<file path="config.mk">
export PLATFORM = sky130hd
export DESIGN_NAME = mdio_master
export DESIGN_NICKNAME = d
export VERILOG_FILES = /design/src/rtl/mdio_pkg.sv /design/src/rtl/mdio_clkgen.sv /design/src/rtl/mdio_hostregs.sv /design/src/rtl/mdio_fsm.sv /design/src/rtl/mdio_master.sv
export SDC_FILE = /design/constraint.sdc
export NUM_CORES = 1
export LEC_CHECK = 0
export BUFFER_PORTS_ARGS = -buffer_cell sky130_fd_sc_hd__buf_4
export CAP_MARGIN = 25
export CORE_ASPECT_RATIO = 2
export CORE_MARGIN = 8
export CORE_UTILIZATION = 51
export CTS_CLUSTER_SIZE = 14
export DETAILED_ROUTE_END_ITERATION = 10
export PLACE_DENSITY = 0.75
export SYNTH_ARGS = -nofsm -noshare
export SYNTH_HDL_FRONTEND = slang
export SYNTH_SLANG_ARGS = --single-unit
</file>
<file path="constraint.sdc">
create_clock -name clk -period 1.7 [get_ports clk]
set_clock_uncertainty 0.15 [all_clocks]
set_input_delay 0 -clock clk [delete_from_list [all_inputs] [get_ports clk]]
set_output_delay 0 -clock clk [all_outputs]
set_load 0.05 [all_outputs]
</file>
<file path="src/rtl/mdio_pkg.sv">
package mdio_pkg;
    localparam int FRAME_BITS = 64;
    localparam int BIT_CW     = $clog2(FRAME_BITS);
    localparam int PRE_LAST   = 31;
    localparam int HDR_LAST   = 45;
    localparam int TURN_LAST  = 47;
    localparam int DATA_LAST  = 63;

    localparam int REG_LSB    = 0;
    localparam int PHY_LSB    = 5;
    localparam int DIR_BIT    = 10;
    localparam int GO_BIT     = 15;

    localparam logic [1:0] OP_WRITE = 2'b01;
    localparam logic [1:0] OP_READ  = 2'b10;

    typedef enum logic [2:0] {
        ST_IDLE,
        ST_PREAMBLE,
        ST_HEADER,
        ST_TURN,
        ST_DATA,
        ST_CAPTURE
    } mdio_state_e;
endpackage

</file>
<file path="src/rtl/mdio_clkgen.sv">
module mdio_clkgen #(
    parameter int HALF_DIV = 2
) (
    input  logic clk,
    input  logic rst_n,
    input  logic run,
    output logic mdc,
    output logic fall_stb,
    output logic rise_stb
);
    localparam int CW = (HALF_DIV > 1) ? $clog2(HALF_DIV) : 1;
    localparam logic [CW-1:0] CNT_MAX = CW'(HALF_DIV - 1);

    logic [CW-1:0] cnt_q;
    logic          tick;

    assign tick     = run && (cnt_q == CNT_MAX);
    assign fall_stb = tick && mdc;
    assign rise_stb = tick && !mdc;

    always_ff @(posedge clk or negedge rst_n) begin
        if (!rst_n) begin
            cnt_q <= '0;
            mdc   <= 1'b0;
        end else if (!run) begin
            cnt_q <= '0;
            mdc   <= 1'b0;
        end else if (tick) begin
            cnt_q <= '0;
            mdc   <= ~mdc;
        end else begin
            cnt_q <= cnt_q + 1'b1;
        end
    end


    idle_mdc_low_chk: assert property (@(posedge clk) disable iff (!rst_n)
        !run |=> !mdc);
endmodule

</file>
<file path="src/rtl/mdio_hostregs.sv">
module mdio_hostregs
    import mdio_pkg::*;
(
    input  logic        clk,
    input  logic        rst_n,
    input  logic        we,
    input  logic        sel,
    input  logic [15:0] wdata,
    input  logic        accept,
    input  logic        capture_en,
    input  logic [15:0] capture_data,
    output logic [4:0]  phy_q,
    output logic [4:0]  reg_q,
    output logic        wsel_q,
    output logic [15:0] data_q,
    output logic        start
);
    logic ctrl_wr;
    logic data_wr;

    assign ctrl_wr = we && !sel && accept;
    assign data_wr = we && sel && accept;
    assign start   = ctrl_wr && wdata[GO_BIT];

    always_ff @(posedge clk or negedge rst_n) begin
        if (!rst_n) begin
            phy_q  <= '0;
            reg_q  <= '0;
            wsel_q <= 1'b0;
        end else if (ctrl_wr) begin
            phy_q  <= wdata[PHY_LSB +: 5];
            reg_q  <= wdata[REG_LSB +: 5];
            wsel_q <= wdata[DIR_BIT];
        end
    end

    always_ff @(posedge clk or negedge rst_n) begin
        if (!rst_n) begin
            data_q <= '0;
        end else if (data_wr) begin
            data_q <= wdata;
        end else if (capture_en) begin
            data_q <= capture_data;
        end
    end


    fields_hold_chk: assert property (@(posedge clk) disable iff (!rst_n)
        !accept |=> ($stable(phy_q) && $stable(reg_q) && $stable(wsel_q)));

    data_hold_chk: assert property (@(posedge clk) disable iff (!rst_n)
        (!accept && !capture_en) |=> $stable(data_q));
endmodule

</file>
<file path="src/rtl/mdio_fsm.sv">
module mdio_fsm
    import mdio_pkg::*;
(
    input  logic        clk,
    input  logic        rst_n,
    input  logic        start,
    input  logic        wsel,
    input  logic [4:0]  phy,
    input  logic [4:0]  regad,
    input  logic [15:0] wr_data,
    input  logic        fall_stb,
    input  logic        rise_stb,
    input  logic        mdio_i,
    output logic        run,
    output logic        busy,
    output logic        accept,
    output logic        capture_en,
    output logic [15:0] rx_data,
    output logic        mdio_o,
    output logic        mdio_oe
);
    mdio_state_e       state_q, state_d;
    logic [BIT_CW-1:0] bitcnt_q;
    logic [31:0]       tx_sr_q;
    logic [15:0]       rx_sr_q;
    logic [31:0]       tx_load;

    always_comb begin
        tx_load = {2'b01, (wsel ? OP_WRITE : OP_READ), phy, regad,
                   (wsel ? 2'b10 : 2'b00), (wsel ? wr_data : 16'h0000)};
    end

    always_comb begin
        state_d = state_q;
        unique case (state_q)
            ST_IDLE:     if (start) state_d = ST_PREAMBLE;
            ST_PREAMBLE: if (fall_stb && bitcnt_q == BIT_CW'(PRE_LAST))  state_d = ST_HEADER;
            ST_HEADER:   if (fall_stb && bitcnt_q == BIT_CW'(HDR_LAST))  state_d = ST_TURN;
            ST_TURN:     if (fall_stb && bitcnt_q == BIT_CW'(TURN_LAST)) state_d = ST_DATA;
            ST_DATA:     if (fall_stb && bitcnt_q == BIT_CW'(DATA_LAST))
                             state_d = wsel ? ST_IDLE : ST_CAPTURE;
            ST_CAPTURE:  state_d = ST_IDLE;
            default:     state_d = ST_IDLE;
        endcase
    end

    always_ff @(posedge clk or negedge rst_n) begin
        if (!rst_n) state_q <= ST_IDLE;
        else        state_q <= state_d;
    end

    always_ff @(posedge clk or negedge rst_n) begin
        if (!rst_n) begin
            bitcnt_q <= '0;
            tx_sr_q  <= '0;
            rx_sr_q  <= '0;
        end else begin
            if (state_q == ST_IDLE)  bitcnt_q <= '0;
            else if (fall_stb)       bitcnt_q <= bitcnt_q + 1'b1;

            if (state_q == ST_PREAMBLE && fall_stb && bitcnt_q == BIT_CW'(PRE_LAST))
                tx_sr_q <= tx_load;
            else if (fall_stb && (state_q == ST_HEADER || state_q == ST_TURN || state_q == ST_DATA))
                tx_sr_q <= {tx_sr_q[30:0], 1'b0};

            if (rise_stb && state_q == ST_DATA)
                rx_sr_q <= {rx_sr_q[14:0], mdio_i};
        end
    end

    always_comb begin
        run        = 1'b0;
        accept     = 1'b0;
        capture_en = 1'b0;
        mdio_oe    = 1'b0;
        mdio_o     = 1'b1;
        unique case (state_q)
            ST_IDLE:     accept = 1'b1;
            ST_PREAMBLE: begin run = 1'b1; mdio_oe = 1'b1; end
            ST_HEADER:   begin run = 1'b1; mdio_oe = 1'b1; mdio_o = tx_sr_q[31]; end
            ST_TURN,
            ST_DATA:     begin run = 1'b1; mdio_oe = wsel; mdio_o = tx_sr_q[31]; end
            ST_CAPTURE:  capture_en = 1'b1;
            default:     accept = 1'b0;
        endcase
        busy = run;
    end

    assign rx_data = rx_sr_q;


    idle_oe_off_chk: assert property (@(posedge clk) disable iff (!rst_n)
        !busy |-> !mdio_oe);

    read_release_chk: assert property (@(posedge clk) disable iff (!rst_n)
        (busy && !wsel && bitcnt_q >= BIT_CW'(HDR_LAST + 1)) |-> !mdio_oe);

    preamble_ones_chk: assert property (@(posedge clk) disable iff (!rst_n)
        (busy && bitcnt_q <= BIT_CW'(PRE_LAST)) |-> (mdio_o && mdio_oe));

    busy_then_capture_chk: assert property (@(posedge clk) disable iff (!rst_n)
        capture_en |-> (!busy && $past(busy)));
endmodule

</file>
<file path="src/rtl/mdio_master.sv">
module mdio_master
    import mdio_pkg::*;
#(
    parameter int HALF_DIV = 2
) (
    input  logic        clk,
    input  logic        rst_n,
    input  logic        host_we,
    input  logic        host_sel,
    input  logic [15:0] host_wdata,
    output logic [15:0] ctrl_rdata,
    output logic [15:0] data_rdata,
    output logic        busy,
    output logic        mdc,
    output logic        mdio_o,
    output logic        mdio_oe,
    input  logic        mdio_i
);
    logic        run, fall_stb, rise_stb;
    logic        accept, capture_en, start;
    logic [4:0]  phy_q, reg_q;
    logic        wsel_q;
    logic [15:0] data_q, rx_data;

    mdio_clkgen #(.HALF_DIV(HALF_DIV)) u_clkgen (
        .clk      (clk),
        .rst_n    (rst_n),
        .run      (run),
        .mdc      (mdc),
        .fall_stb (fall_stb),
        .rise_stb (rise_stb)
    );

    mdio_hostregs u_regs (
        .clk          (clk),
        .rst_n        (rst_n),
        .we           (host_we),
        .sel          (host_sel),
        .wdata        (host_wdata),
        .accept       (accept),
        .capture_en   (capture_en),
        .capture_data (rx_data),
        .phy_q        (phy_q),
        .reg_q        (reg_q),
        .wsel_q       (wsel_q),
        .data_q       (data_q),
        .start        (start)
    );

    mdio_fsm u_fsm (
        .clk        (clk),
        .rst_n      (rst_n),
        .start      (start),
        .wsel       (wsel_q),
        .phy        (phy_q),
        .regad      (reg_q),
        .wr_data    (data_q),
        .fall_stb   (fall_stb),
        .rise_stb   (rise_stb),
        .mdio_i     (mdio_i),
        .run        (run),
        .busy       (busy),
        .accept     (accept),
        .capture_en (capture_en),
        .rx_data    (rx_data),
        .mdio_o     (mdio_o),
        .mdio_oe    (mdio_oe)
    );

    always_comb begin
        ctrl_rdata = '0;
        ctrl_rdata[REG_LSB +: 5] = reg_q;
        ctrl_rdata[PHY_LSB +: 5] = phy_q;
        ctrl_rdata[DIR_BIT]      = wsel_q;
        ctrl_rdata[GO_BIT]       = busy;
    end

    assign data_rdata = data_q;
endmodule

</file>
==> Word-level counts from Yosys, hierarchy flattened <==
Index checks and enable logic that the tools add are counted.
{ "word_totals": {"regBits": 86, "input_bits": 21, "word_cells": 82} }
{ "op_classes": {"add_sub_neg": 2, "n_eq_ne": 15, "muxes": 25, "bitwise": 1, "reduce_logical": 29} }
{ "ops": {"columns": ["cell", "n"], "rows": [
  ["32-bit two-way mux", 2],
  ["16-bit two-way mux", 3],
  ["6-bit == test (second input constant)", 3],
  ["3-bit two-way mux", 6],
  ["1-bit logical AND", 16],
  ["3-bit one-hot mux with 5 select lines", 1],
  ["6-bit two-way mux", 2],
  ["1-bit two-way mux", 8],
  ["2-bit by 1-bit != test with 1-bit output (second input constant)", 4],
  ["6-bit by 1-bit adder with 6-bit output (second input constant)", 1],
  ["3-bit by 2-bit == test with 1-bit output (second input constant)", 2],
  ["3-bit == test (second input constant)", 2],
  ["6-bit by 5-bit == test with 1-bit output (second input constant)", 1],
  ["2-bit nonzero test", 3],
  ["5-bit AND reduction", 1],
  ["2-bit two-way mux", 2],
  ["2-bit != test (second input constant)", 2],
  ["2-bit OR reduction", 2],
  ["4-bit OR reduction", 1],
  ["3-bit by 1-bit == test with 1-bit output (second input constant)", 1],
  ["3-bit logical NOT", 1],
  ["3-bit OR reduction", 1],
  ["1-bit logical NOT", 2],
  ["1-bit logical OR", 2],
  ["other kinds (3)", 3]
]} }

==> Logic depth before layout (Yosys ltp) <==
Gate-level depths: netlist of run 1.
{ "logic_depth": {"word_depth": 8, "mapped_depth": 8} }

==> Cells and area by module <==
From an unflattened synthesis of run 1, not the netlist that was laid out.
{ "hier_totals": {"hier_cells": 379, "area_unflattened_um2": 4131.5} }
{ "modules_own_cells": {"columns": ["mod", "instances", "cells_per_inst", "area_each_um2", "seq_area_each_um2"], "rows": [
  ["mdio_fsm", 1, 264, 2666.3, 1426.4],
  ["mdio_hostregs", 1, 100, 1327.5, 675.6],
  ["mdio_clkgen", 1, 8, 88.8, 50.0],
  ["mdio_master", 1, 7, 48.8, 0.0]
]} }

==> Worst setup path before layout of run 1 <==
Ideal clock, no wire load.
{ "synth_timing": {"path_kind": "flip-flop to output port", "start": "register u_fsm.state_q[1]", "end": "output mdio_oe", "arrival_ns": 1.942, "t_required_ns": 1.550, "path_slack_ns": -0.392, "path_stages_with_launch": 4, "path_buffers": 1, "path_cell_list": "dfrtp_1 buf_6 nor2_1 o31ai_1"} }
{ "synth_via": {"elab_chain_len": 3} }
{ "synth_lines": {"columns": ["element", "line_no", "text"], "rows": [
  ["from (decl)", "mdio_fsm.sv:22", "mdio_state_e state_q, state_d;"],
  ["from (signal assigned)", "mdio_fsm.sv:49", "else state_q <= state_d;"],
  ["3-bit == test, or another cell as far along", "mdio_fsm.sv:77", "unique case (state_q)"],
  ["2-bit OR reduction (on tied branches)", null, null],
  ["1-bit one-hot mux with 2 select lines *", "mdio_fsm.sv:77", null],
  ["to (decl)", "mdio_master.sv:16", "output logic mdio_oe,"]
]} }
Every way passes the cells marked *; elsewhere a longest branch is shown, timed or not.

==> Worst setup path after layout of run 1 <==
{ "layout_timing": {"start": "register u_fsm.state_q[0]", "end": "register u_regs.wsel_q"} }
{ "layout_via": {"elab_chain_len": 3} }
{ "layout_lines": {"columns": ["element", "line_no", "text"], "rows": [
  ["3-bit logical NOT", "mdio_fsm.sv:77", null],
  ["1-bit two-way mux", "mdio_fsm.sv:77", null],
  ["1-bit logical AND", "mdio_hostregs.sv:21", "assign ctrl_wr = we && !sel && accept;"],
  ["to (signal assigned)", "mdio_hostregs.sv:33", "wsel_q <= wdata[DIR_BIT];"],
  ["to (decl)", "mdio_hostregs.sv:14", "output logic wsel_q,"]
]} }
No other way between the ends.
A chain may end at the register's enable or synchronous reset.

==> impl_metrics.py, run 1 <==
metrics = {
    "place": {
        "io_buffers": 52,
        "dp_hpwl_um": 7160,
        "post-place-ws_ps": -126,
        "postPlaceCellArea_um2": 4790,
        "gp_congestion": 0.850,
    },
    "cells_and_area": {
        "n_fill_cell": 396,
        "syn_to_final_growth_pct": 52.0,
        "utilization_pct": 78.5,
        "final_cell_area_um2": 6100,
        "drive_gt1_share_pct": 46.6,
        "n_antenna_cell": 0,
        "nNetsFinal": 498,
    },
    "synth": {
        "synth_seq_cells": 86,
        "ys_seq_area_share_pct": 53.7,
        "synthCells": 349,
        "ys_warn_count": 0,
        "ys.flop_type": "dfrtp_1",
        "synth-edff-count": 0,
        "async_reset_ff_share_pct": 100,
        "synth_area_leaders": "dfrtp_1, mux2_1, nand2_1, mux2i_1, a22oi_1",
        "synth_top_area_share_pct": 53.7,
        "synth_cell_types": 49,
        "synth_area_um2": 4010,
        "synth_top_cell_by_area": "dfrtp_1",
        "syn_avg_cell_area_um2": 11.5,
    },
    "cts": {
        "cts_tree": "yes",
        "cts.reportedPaths.clkPinSlew_ps": 60,
        "htreeDepth": 3,
        "cts_buffers": 9,
        "cts_root_buf": "clkbuf_16",
        "clkSinkCount": 86,
        "worstSkewPairLatency_ps": 340,
        "cts_buffer_depth": 2,
    },
    "die": {
        "die_width_um": 78.7,
        "ioPinCount": 57,
        "die_h_um": 141,
        "die-area_um2": 11100,
        "rows": 46,
        "coreArea_um2": 7770,
        "start_util_pct": 51.6,
    },
    "setup_path": {
        "r2r_cells": 6,
        "crit_type": "reg2reg",
        "start_kind": "flip-flop",
        "rrSetupSlack_ps": -160,
        "required_ps": 1770,
        "crit_path_max_fanout": 11,
        "rr_endpoint": "u_regs.wsel_q",
        "worstPathArrival_ps": 1930,
        "startpoint": "u_fsm.state_q[0]",
        "cp_slowest_cell": "dfrtp_2",
        "endpoint": "u_regs.wsel_q",
        "end_kind": "flip-flop",
        "slowest_delay_ps": 430,
        "regToRegStartpoint": "u_fsm.state_q[0]",
        "crit_top_cell": "buf_6",
        "crit_chain": "buf_6 > buf_6 > nor3_4 > nand3b_1 > buf_12 > mux2_4",
    },
    "sta": {
        "finalSetupViolations": 77,
        "max_freq_mhz": 538,
        "drv_slew": 0,
        "tightest_slew_ps": 509,
        "hold_viol": 0,
        "slew_headroom_pct": 66.0,
        "worst_slack_ps": -159,
        "fin_crit_sh_pct": 109,
        "rsz0062_at_grt": "true",
        "period_minus_slack_ps": 1860,
    },
    "power_and_ir_drop": {
        "ir_drop_v": 0.000769,
        "p_total_mw": 4.45,
        "clkPwrFrac_pct": 50.3,
        "seqPwrFrac_pct": 46.1,
        "p_switching_mw": 0.895,
        "pwr-share-comb_pct": 3.7,
        "p_leak_nw": 3.04,
        "sw_frac_of_total_pct": 20.1,
        "internal_power_mw": 3.55,
        "p_per_area_nw_per_um2": 730,
    },
    "drt": {
        "wl_per_cell_um": 22.8,
        "ant_nets": 0,
        "via_per_inst": 6.02,
        "drt-initial-drc-count": 234,
        "wirelength_um": 13100,
        "vias": 3464,
        "first_pass_iters": 5,
        "drc_errors": 0,
    },
    "run_status": {
        "violations": "negative setup slack",
        "status": "complete, but fails checks",
    },
    "grt": {
        "grt_pass1_vias": 3393,
        "grt_pass1_wl_um": 17600,
        "grt_usage_pct": 20.2,
        "antenna_found_initial": 0,
        "grt_max_degree": 45,
        "gr-total-overflow": 0,
    },
    "run": {
        "drv_cap": 0,
    },
    "min_path": {
        "min_path_type": "in2reg",
    },
}
==> synthesized netlist by cell type (2+ instances only) <==
| cell type | instances |
|---|---|
| o21bai_1 | 2 |
| a211oi_1 | 2 |
| a21o_1 | 10 |
| xnor2_1 | 2 |
| ha_1 | 2 |
| dfrtp_1 | 86 |
| mux2_1 | 27 |
| o21ba_1 | 2 |
| nor3_1 | 2 |
| a31oi_1 | 2 |
| o21ai_1 | 17 |
| buf_4 | 10 |
| nor2_1 | 9 |
| nand3_1 | 18 |
| nand3b_1 | 2 |
| buf_6 | 5 |
| o21a_1 | 2 |
| o31ai_1 | 3 |
| a22o_1 | 9 |
| a22oi_1 | 17 |
| inv_1 | 2 |
| buf_2 | 8 |
| and3b_1 | 2 |
| nand2_1 | 48 |
| mux2i_1 | 16 |
| nor2b_1 | 3 |
| a21oi_1 | 13 |
| and4_1 | 2 |
| a311oi_1 | 2 |
| clkbuf_1 | 5 |
==> how the worst min path moves through the flow <==
stage | from | end | slack [ps] | depth (start not counted)
4_1_cts | rst_n | u_fsm.rx_data[12] | 70 | 3
6_report | host_wdata[12] | u_regs.data_q[12] | 290 | 4
3_3_place_gp | rst_n | u_fsm.tx_sr_q[14] | -260 | 1
3_5_place_dp | rst_n | u_fsm.tx_sr_q[15] | -260 | 1
5_1_grt | host_wdata[2] | u_regs.reg_q[2] | 310 | 3
2_1_floorplan | rst_n | u_clkgen.cnt_q | -450 | 0
==> sequential cells by signal (all words and copies together), names as in the netlist <==
signal          flops
u_regs.phy_q        5
u_regs.wsel_q       1
u_fsm.bitcnt_q      6
u_fsm.rx_data      16
u_fsm.state_q       3
u_clkgen.cnt_q      1
u_clkgen.mdc        1
u_fsm.tx_sr_q      32
u_regs.data_q      16
u_regs.reg_q        5
==> worst max-delay path: cells and delay by family (launching register included) <==
family	cells	cell delay (ps)
mux	1	300
buf+inv	3	440
simple gates	2	410
flops	1	430
==> metrics by stage <==
| stage | std cells | hold slack (ps) | setup TNS [ps] |
|---|---|---|---|
| global route | 575 | 306 | -11460 |
| CTS | 557 | 67.4 | -3890 |
| finish | 575 | 291 | -7600 |
| floorplan | 352 | -446 | -2280 |
| detailed placement | 513 | -257 | -3280 |
| global placement | 513 | -260 | -727 |
==> power groups by stage <==
stage,sequential [mW],clock (mW),combinational (mW)
after global placement,2.09,0,0.116
after CTS,2.05,2.25,0.159
final,2.05,2.24,0.164
after global routing,2.05,2.33,0.178
after floorplan,2.09,0,0.0316
after detailed placement,2.09,0,0.119
==> cells by family (layout without fill, tap and decap cells) <==
kind of cell             count (synthesis)  in the layout  share of synthesized area, %
flip-flops                              86             86                          53.7
XOR/XNOR                                 2              2                         0.437
multiplexers                            43             43                          11.6
other                                    1              4                        0.0935
buffers and inverters                   31            157                          5.43
AO/OA/AOI/OAI                           88             88                          15.7
adder cells (fa/ha/maj)                  2              2                         0.624
AND/OR/NAND/NOR                         96             97                          12.5
==> routing by layer <==
metal | vias up | global-route usage (%) | share of wire, % | routed length, um
li1 | 1504 | - | - | -
met3 | 37 | 4.94 | 6.1 | 794
met4 | 0 | 8.85 | 3.6 | 474
met2 | 145 | 33.1 | 54 | 7050
met5 | - | 0 | 0 | 0
met1 | 1778 | 24.4 | 36 | 4770
==> final cells by class <==
class / count / area [um2] / share of cell area, %
flip-flops and latches: 86 / 2160 / 35.4
multi-input cells: 236 / 2060 / 33.7
repair buffers: 140 / 1420 / 23.3
clock buffers: 10 / 229 / 3.76
well taps: 96 / 120 / 1.97
clock inverters: 5 / 108 / 1.77
inverters: 2 / 7.51 / 0.123
==> repair_timing <==
action	CTS	global route
hold buffers	21	1
endpoints found under the setup margin	76	88
pin swaps	7	57
setup buffers	8	11
hold endpoints to repair	114	16
cloned	1	7
resized for setup	34	66
==> placed cells by master (no fill, tap or decap), types with 3 or more instances in the layout <==
cell / netlist / layout
mux2i_1: 16 / 13
nor2_4: 0 / 4
dfrtp_2: 0 / 5
a22o_1: 9 / 9
buf_12: 1 / 7
mux2_4: 0 / 27
a22oi_2: 0 / 17
nor2_1: 9 / 6
o21ai_1: 17 / 15
dfrtp_1: 86 / 81
bufinv_16: 0 / 3
a21o_1: 10 / 10
a21oi_1: 13 / 7
nand2_1: 48 / 43
conb_1: 1 / 4
buf_8: 0 / 4
nand3_1: 18 / 18
dlygate4sd3_1: 0 / 21
a21oi_2: 0 / 6
buf_6: 5 / 19
nand2_4: 0 / 4
buf_4: 10 / 82
o21ai_2: 0 / 3
clkbuf_16: 0 / 15
(Power assumes the default switching activity.)
==> inputs of run 2 (changes only) <==
--- a/config.mk
+++ b/config.mk
@@ -13,6 +13,7 @@
 export CTS_CLUSTER_SIZE = 14
 export DETAILED_ROUTE_END_ITERATION = 10
 export PLACE_DENSITY = 0.75
+export REMOVE_ABC_BUFFERS = 1
 export SYNTH_ARGS = -nofsm -noshare
 export SYNTH_HDL_FRONTEND = slang
 export SYNTH_SLANG_ARGS = --single-unit
==> run 2 against run 1 <==
Sequential power hardly changed. Maximum frequency rose by 2.5%. Core utilization decreased by 6.4 points. Count of clock-buffer cells in the layout unchanged. Cell count fell by 2.8%. Wire length down 12%. Global-route usage increased by 0.92 points. Combinational power decreased by 3%. First-iteration DRC count grew 16%. Largest cell class unchanged. Setup slack improved by 45 ps. Clock power is 11% lower. Worst hold slack lost 290 ps. The flow still finishes with violations (negative setup slack).
==> impl_metrics.py, run 2 (synthesis gave the netlist of run 1 again) <==
metrics = {
    "setup_path": {
        "start_kind": "flip-flop",
        "r2r_cells": 6,
        "crit_path_max_fanout": 6,
        "worstPathArrival_ps": 1890,
        "required_ps": 1780,
        "end_kind": "flip-flop",
        "rrSetupSlack_ps": -110,
        "crit_type": "reg2reg",
        "endpoint": "u_regs.reg_q[1]",
        "regToRegStartpoint": "u_fsm.state_q[1]",
        "rr_endpoint": "u_regs.reg_q[1]",
        "startpoint": "u_fsm.state_q[1]",
    },
    "sta": {
        "max_freq_mhz": 551,
        "rsz0062_at_grt": "true",
        "fin_crit_sh_pct": 107,
        "period_minus_slack_ps": 1810,
        "drv_slew": 0,
        "hold_ws_ps": 1.68,
        "worst_slack_ps": -114,
        "hold_viol": 0,
        "finalSetupViolations": 74,
    },
    "cts": {
        "worstSkewPairLatency_ps": 350,
        "cts_buffer_depth": 2,
        "cts_buffers": 9,
        "htreeDepth": 3,
        "cts_root_buf": "clkbuf_16",
        "clkSinkCount": 86,
        "cts_tree": "yes",
        "cts.reportedPaths.clkPinSlew_ps": 60,
    },
    "drt": {
        "via_per_inst": 5.83,
        "wirelength_um": 11500,
        "ant_nets": 0,
        "first_pass_iters": 5,
        "wl_per_cell_um": 20.6,
        "drt-initial-drc-count": 271,
        "drc_errors": 0,
        "vias": 3258,
    },
    "cells_and_area": {
        "syn_to_final_growth_pct": 39.6,
        "final_common_cell": "dfrtp_1",
        "n_antenna_cell": 0,
        "drive_gt1_share_pct": 39.1,
        "max_flop_register": "u_fsm.tx_sr_q",
        "final_cell_mix": "dfrtp_1, buf_4, nand2_1",
        "largest_reg_flops": 32,
        "nNetsFinal": 481,
        "final_cells": 559,
    },
    "grt": {
        "antenna_found_initial": 0,
        "grt_usage_pct": 21.2,
        "grt_pass1_wl_um": 18200,
        "gr-total-overflow": 0,
        "grt_max_degree": 55,
        "grt_pass1_vias": 3424,
    },
    "die": {
        "die_width_um": 78.7,
        "rows": 46,
        "ioPinCount": 57,
        "coreArea_um2": 7770,
        "die-area_um2": 11100,
        "die_h_um": 141,
        "start_util_pct": 51.6,
    },
    "place": {
        "io_buffers": 52,
        "gp_congestion": 0.942,
        "dp_cells": 512,
        "dp_hpwl_um": 6740,
        "post-place-ws_ps": -132,
    },
    "run": {
        "drv_cap": 0,
    },
    "run_status": {
        "status": "complete, but fails checks",
        "violations": "negative setup slack",
    },
    "power_and_ir_drop": {
        "p_leak_nw": 2.79,
        "ir_drop_v": 0.000725,
        "p_per_area_nw_per_um2": 752,
    },
    "min_path": {
        "min_path_type": "in2async",
    },
}
==> run 2: cell types whose count changed in the layout (fill, tap and decap cells not counted), moves of 4 or more <==
cell and delta:
a22oi_1 +15, a22oi_2 -15, buf_6 -6, clkbuf_16 -6
nand2_4 -4
==> run 2: metrics by stage <==
stage / power [mW] / cell area (um2) / util [%] / TNS (ps)
global route: 4.33 / 5600 / 72.0 / -8990
detailed placement: 2.20 / 4680 / 60.2 / -3250
floorplan: 2.11 / 3810 / - / -34420
finish: 4.21 / 5600 / 72.0 / -4390
global placement: 2.20 / 4680 / 60.2 / -511
CTS: 4.23 / 5480 / 70.5 / -2010
==> run 2: repair_timing <==
action / 4_1_cts / 5_1_grt
gates resized for setup: 52 / 30
hold buffers: 20 / 0
hold endpoints to repair: 114 / 0
setup buffers: 8 / 1
pin swaps: 10 / 23
gates cloned: 2 / 1
setup endpoints to repair: 76 / 86
==> run 2: worst min path at each step <==
stage	end	cells after the start
2_1_floorplan	u_clkgen.cnt_q	0
3_3_place_gp	u_fsm.bitcnt_q[4]	1
3_5_place_dp	u_fsm.bitcnt_q[4]	1
4_1_cts	u_fsm.bitcnt_q[4]	2
5_1_grt	u_fsm.bitcnt_q[4]	2
6_report	u_fsm.bitcnt_q[4]	2
==> run 2: worst max-delay path, stage by stage, from the launching register on <==
cell and delay (ps):
dfrtp_2 420, buf_6 130, buf_12 120, nor3_4 170, nand3b_1 200, buf_6 210
mux2_4 300
==> run 2: routing by layer <==
| metal | wire length, um | vias to the layer above | track usage [%] |
|---|---|---|---|
| met5 | 0 | - | 0 |
| met4 | 529 | 0 | 12.0 |
| met3 | 584 | 34 | 4.56 |
| met2 | 5990 | 129 | 35.3 |
| met1 | 4410 | 1622 | 24.2 |
| li1 | - | 1473 | - |
==> run 2: area by class of cell <==
type	count	area, um2
Tap cell	96	120
Clock buffer	10	239
Fill cell	497	2170
Timing Repair Buffer	122	1090
Clock inverter	6	68.8
Multi-Input combinational cell	237	1910
Sequential cell	86	2150
Inverter	2	7.51
==> run 2: power by group <==
part           internal [mW]  switching, mW
logic                 0.0697         0.0897
registers               2.05        0.00134
clock network           1.19          0.815
total                   3.30          0.906
==> inputs of run 3 (changes only) <==
--- a/config.mk
+++ b/config.mk
@@ -9,11 +9,12 @@
 export CAP_MARGIN = 25
 export CORE_ASPECT_RATIO = 2
 export CORE_MARGIN = 8
-export CORE_UTILIZATION = 51
+export CORE_UTILIZATION = 55
 export CTS_CLUSTER_SIZE = 14
 export DETAILED_ROUTE_END_ITERATION = 10
-export PLACE_DENSITY = 0.75
+export PLACE_DENSITY = 0.77
 export REMOVE_ABC_BUFFERS = 1
+export SETUP_SLACK_MARGIN = 0.02
 export SYNTH_ARGS = -nofsm -noshare
 export SYNTH_HDL_FRONTEND = slang
 export SYNTH_SLANG_ARGS = --single-unit
==> constraint.sdc (replaced) <==
create_clock -name clk -period 2.1 [get_ports clk]
set_clock_uncertainty 0.15 [all_clocks]
set_input_delay 0 -clock clk [delete_from_list [all_inputs] [get_ports clk]]
set_output_delay 0 -clock clk [all_outputs]
set_load 0.05 [all_outputs]
==> run 3 against run 2 <==
The run now ends clean. Global-route usage is 2.8 points lower. Clock power is 15% lower. Cell count decreased by 7.9%. Sequential share of layout area is 4.7 points higher. Count of clock-buffer cells in the layout unchanged. Total power shrank 17%. Maximum frequency decreased by 4.7%. Flip-flop and latch count stayed put. Core utilization shrank 2.4 points. Design area fell by 11%. Non-clock buffer count down 37. Combinational power is 25% lower. Critical endpoint is now u_fsm.tx_sr_q[28].
==> impl_metrics.py, run 3 (synthesis gave the netlist of run 1 again) <==
metrics = {
    "setup_path": {
        "end_kind": "flip-flop",
        "cp_slowest_cell": "and4bb_1",
        "startpoint": "u_fsm.bitcnt_q[1]",
        "start_kind": "flip-flop",
        "worstPathArrival_ps": 1980,
        "required_ps": 2180,
        "crit_path_max_fanout": 31,
        "r2r_cells": 6,
        "regToRegStartpoint": "u_fsm.bitcnt_q[1]",
        "cp_top_family": "simple AND/OR/NAND/NOR gates",
        "crit_type": "reg2reg",
        "path_buf_inv": 1,
        "slowest_delay_ps": 440,
        "crit_chain": "ha_1 > nand3_2 > and4bb_1 > buf_12 > nor2b_1 > a21oi_1",
        "path_depth": 6,
    },
    "sta": {
        "fin_crit_sh_pct": 90.6,
        "hold_viol": 0,
        "finalSetupViolations": 0,
        "slew_headroom_pct": 53.7,
        "rsz0062_at_grt": "false",
        "period_minus_slack_ps": 1900,
        "max_freq_mhz": 526,
        "drv_slew": 0,
        "tightest_slew_ps": 695,
    },
    "grt": {
        "grt_pass1_vias": 3073,
        "grt_pass1_wl_um": 15400,
        "grt_max_degree": 56,
        "gr-total-overflow": 0,
        "antenna_found_initial": 0,
        "grt_usage_pct": 18.3,
    },
    "power_and_ir_drop": {
        "p_switching_mw": 0.695,
        "seqPwrFrac_pct": 47.7,
        "p_leak_nw": 2.51,
        "pwr-share-comb_pct": 3.4,
        "internal_power_mw": 2.78,
        "clkPwrFrac_pct": 48.9,
        "ir_drop_v": 0.000522,
        "sw_frac_of_total_pct": 20.0,
        "p_per_area_nw_per_um2": 698,
    },
    "run": {
        "drv_cap": 0,
    },
    "drt": {
        "ant_nets": 0,
        "wirelength_um": 9130,
        "vias": 2976,
        "via_per_inst": 5.78,
        "drc_errors": 0,
        "wl_per_cell_um": 17.7,
        "first_pass_iters": 4,
        "drt-initial-drc-count": 148,
    },
    "cells_and_area": {
        "n_fill_cell": 526,
        "final_common_cell": "dfrtp_1",
        "final_cell_area_um2": 4990,
        "utilization_pct": 69.7,
        "nNetsFinal": 442,
        "max_flop_register": "u_fsm.tx_sr_q",
        "drive_gt1_share_pct": 21.0,
        "largest_reg_flops": 32,
        "n_antenna_cell": 0,
        "final_cell_mix": "dfrtp_1, buf_4, nand2_1",
        "syn_to_final_growth_pct": 24.3,
    },
    "cts": {
        "worstSkewPairLatency_ps": 340,
        "cts_buffer_depth": 2,
        "cts_buffers": 9,
        "hold_buffers": 20,
        "clkSinkCount": 86,
        "cts_tree": "yes",
        "htreeDepth": 3,
        "cts.reportedPaths.clkPinSlew_ps": 60,
        "cts_root_buf": "clkbuf_16",
        "cts_setup_buffers": 0,
        "cts_resized": 0,
    },
    "die": {
        "ioPinCount": 57,
        "die_width_um": 76.4,
        "rows": 44,
        "coreArea_um2": 7160,
        "die-area_um2": 10400,
        "start_util_pct": 56.0,
        "die_h_um": 137,
    },
    "place": {
        "dp_hpwl_um": 6100,
        "io_buffers": 52,
        "gp_congestion": 0.858,
        "postPlaceCellArea_um2": 4460,
    },
    "run_status": {
        "status": "complete, no violations",
    },
    "min_path": {
        "min_path_type": "in2async",
    },
}
[run 3: cell count changes in the layout (fill, tap and decap cells not counted), sizes merged]
cell | before | now
bufinv | 1 | 2
nand3b | 4 | 3
buf | 102 | 65
clkinvlp | 1 | 0
clkinv | 3 | 2
a31oi | 4 | 3
[run 3: final timing paths]
| path | to | slack [ps] |
|---|---|---|
| setup / recovery | u_fsm.tx_sr_q[28] | 200 |
| hold / removal | u_fsm.tx_sr_q[14] | 100 |
| setup reg to reg | u_fsm.tx_sr_q[28] | 200 |
| hold reg to reg | u_fsm.tx_sr_q[24] | 340 |
| max in group asynchronous | u_fsm.tx_sr_q[2] | 1100 |
| min in group clk | u_regs.data_q[11] | 280 |
[run 3: worst reg2reg max path: cells and delay by family, from the launching register on]
| family | cells | cell delay [ps] |
|---|---|---|
| AO/OA/AOI/OAI | 1 | 60 |
| AND/OR/NAND/NOR | 3 | 750 |
| adder cells (fa/ha/maj) | 1 | 210 |
| buffers and inverters | 1 | 210 |
| flip-flops | 1 | 420 |
[run 3: final cells by class]
cell class / instances / area, um2 / area share, %
Clock buffer: 10 / 239 / 4.79
Tap cell: 92 / 115 / 2.31
Sequential cell: 86 / 2150 / 43.2
Inverter: 2 / 7.51 / 0.151
Timing Repair Buffer: 85 / 738 / 14.8
Clock inverter: 5 / 82.6 / 1.66
Multi-Input combinational cell: 235 / 1650 / 33.1
[run 3: through the flow]
stage	hold slack [ps]	cells	setup WS (ps)	power, mW	TNS (ps)
after floorplan	-446	323	-624	1.71	-15760
after global placement	-58.6	480	257	1.78	0
after detailed placement	-61.4	480	208	1.78	0
after CTS	132	515	191	3.50	0
after global routing	183	515	46.1	3.57	0
final	104	515	197	3.48	0
[run 3: per-layer routing]
| layer | vias to the layer above | global-route usage [%] | wire [um] |
|---|---|---|---|
| met1 | 1476 | 22.4 | 3840 |
| met4 | 0 | 8.73 | 172 |
| li1 | 1387 | - | - |
| met5 | - | 0 | 0 |
| met3 | 12 | 4.54 | 516 |
| met2 | 101 | 29.8 | 4590 |
[run 3: power by group through the flow]
stage / combinational (mW) / sequential, mW / clock (mW)
after floorplan: 0.0186 / 1.69 / 0
final: 0.120 / 1.66 / 1.70
after CTS: 0.121 / 1.66 / 1.72
after global placement: 0.0886 / 1.69 / 0
after global routing: 0.132 / 1.66 / 1.78
after detailed placement: 0.0904 / 1.69 / 0
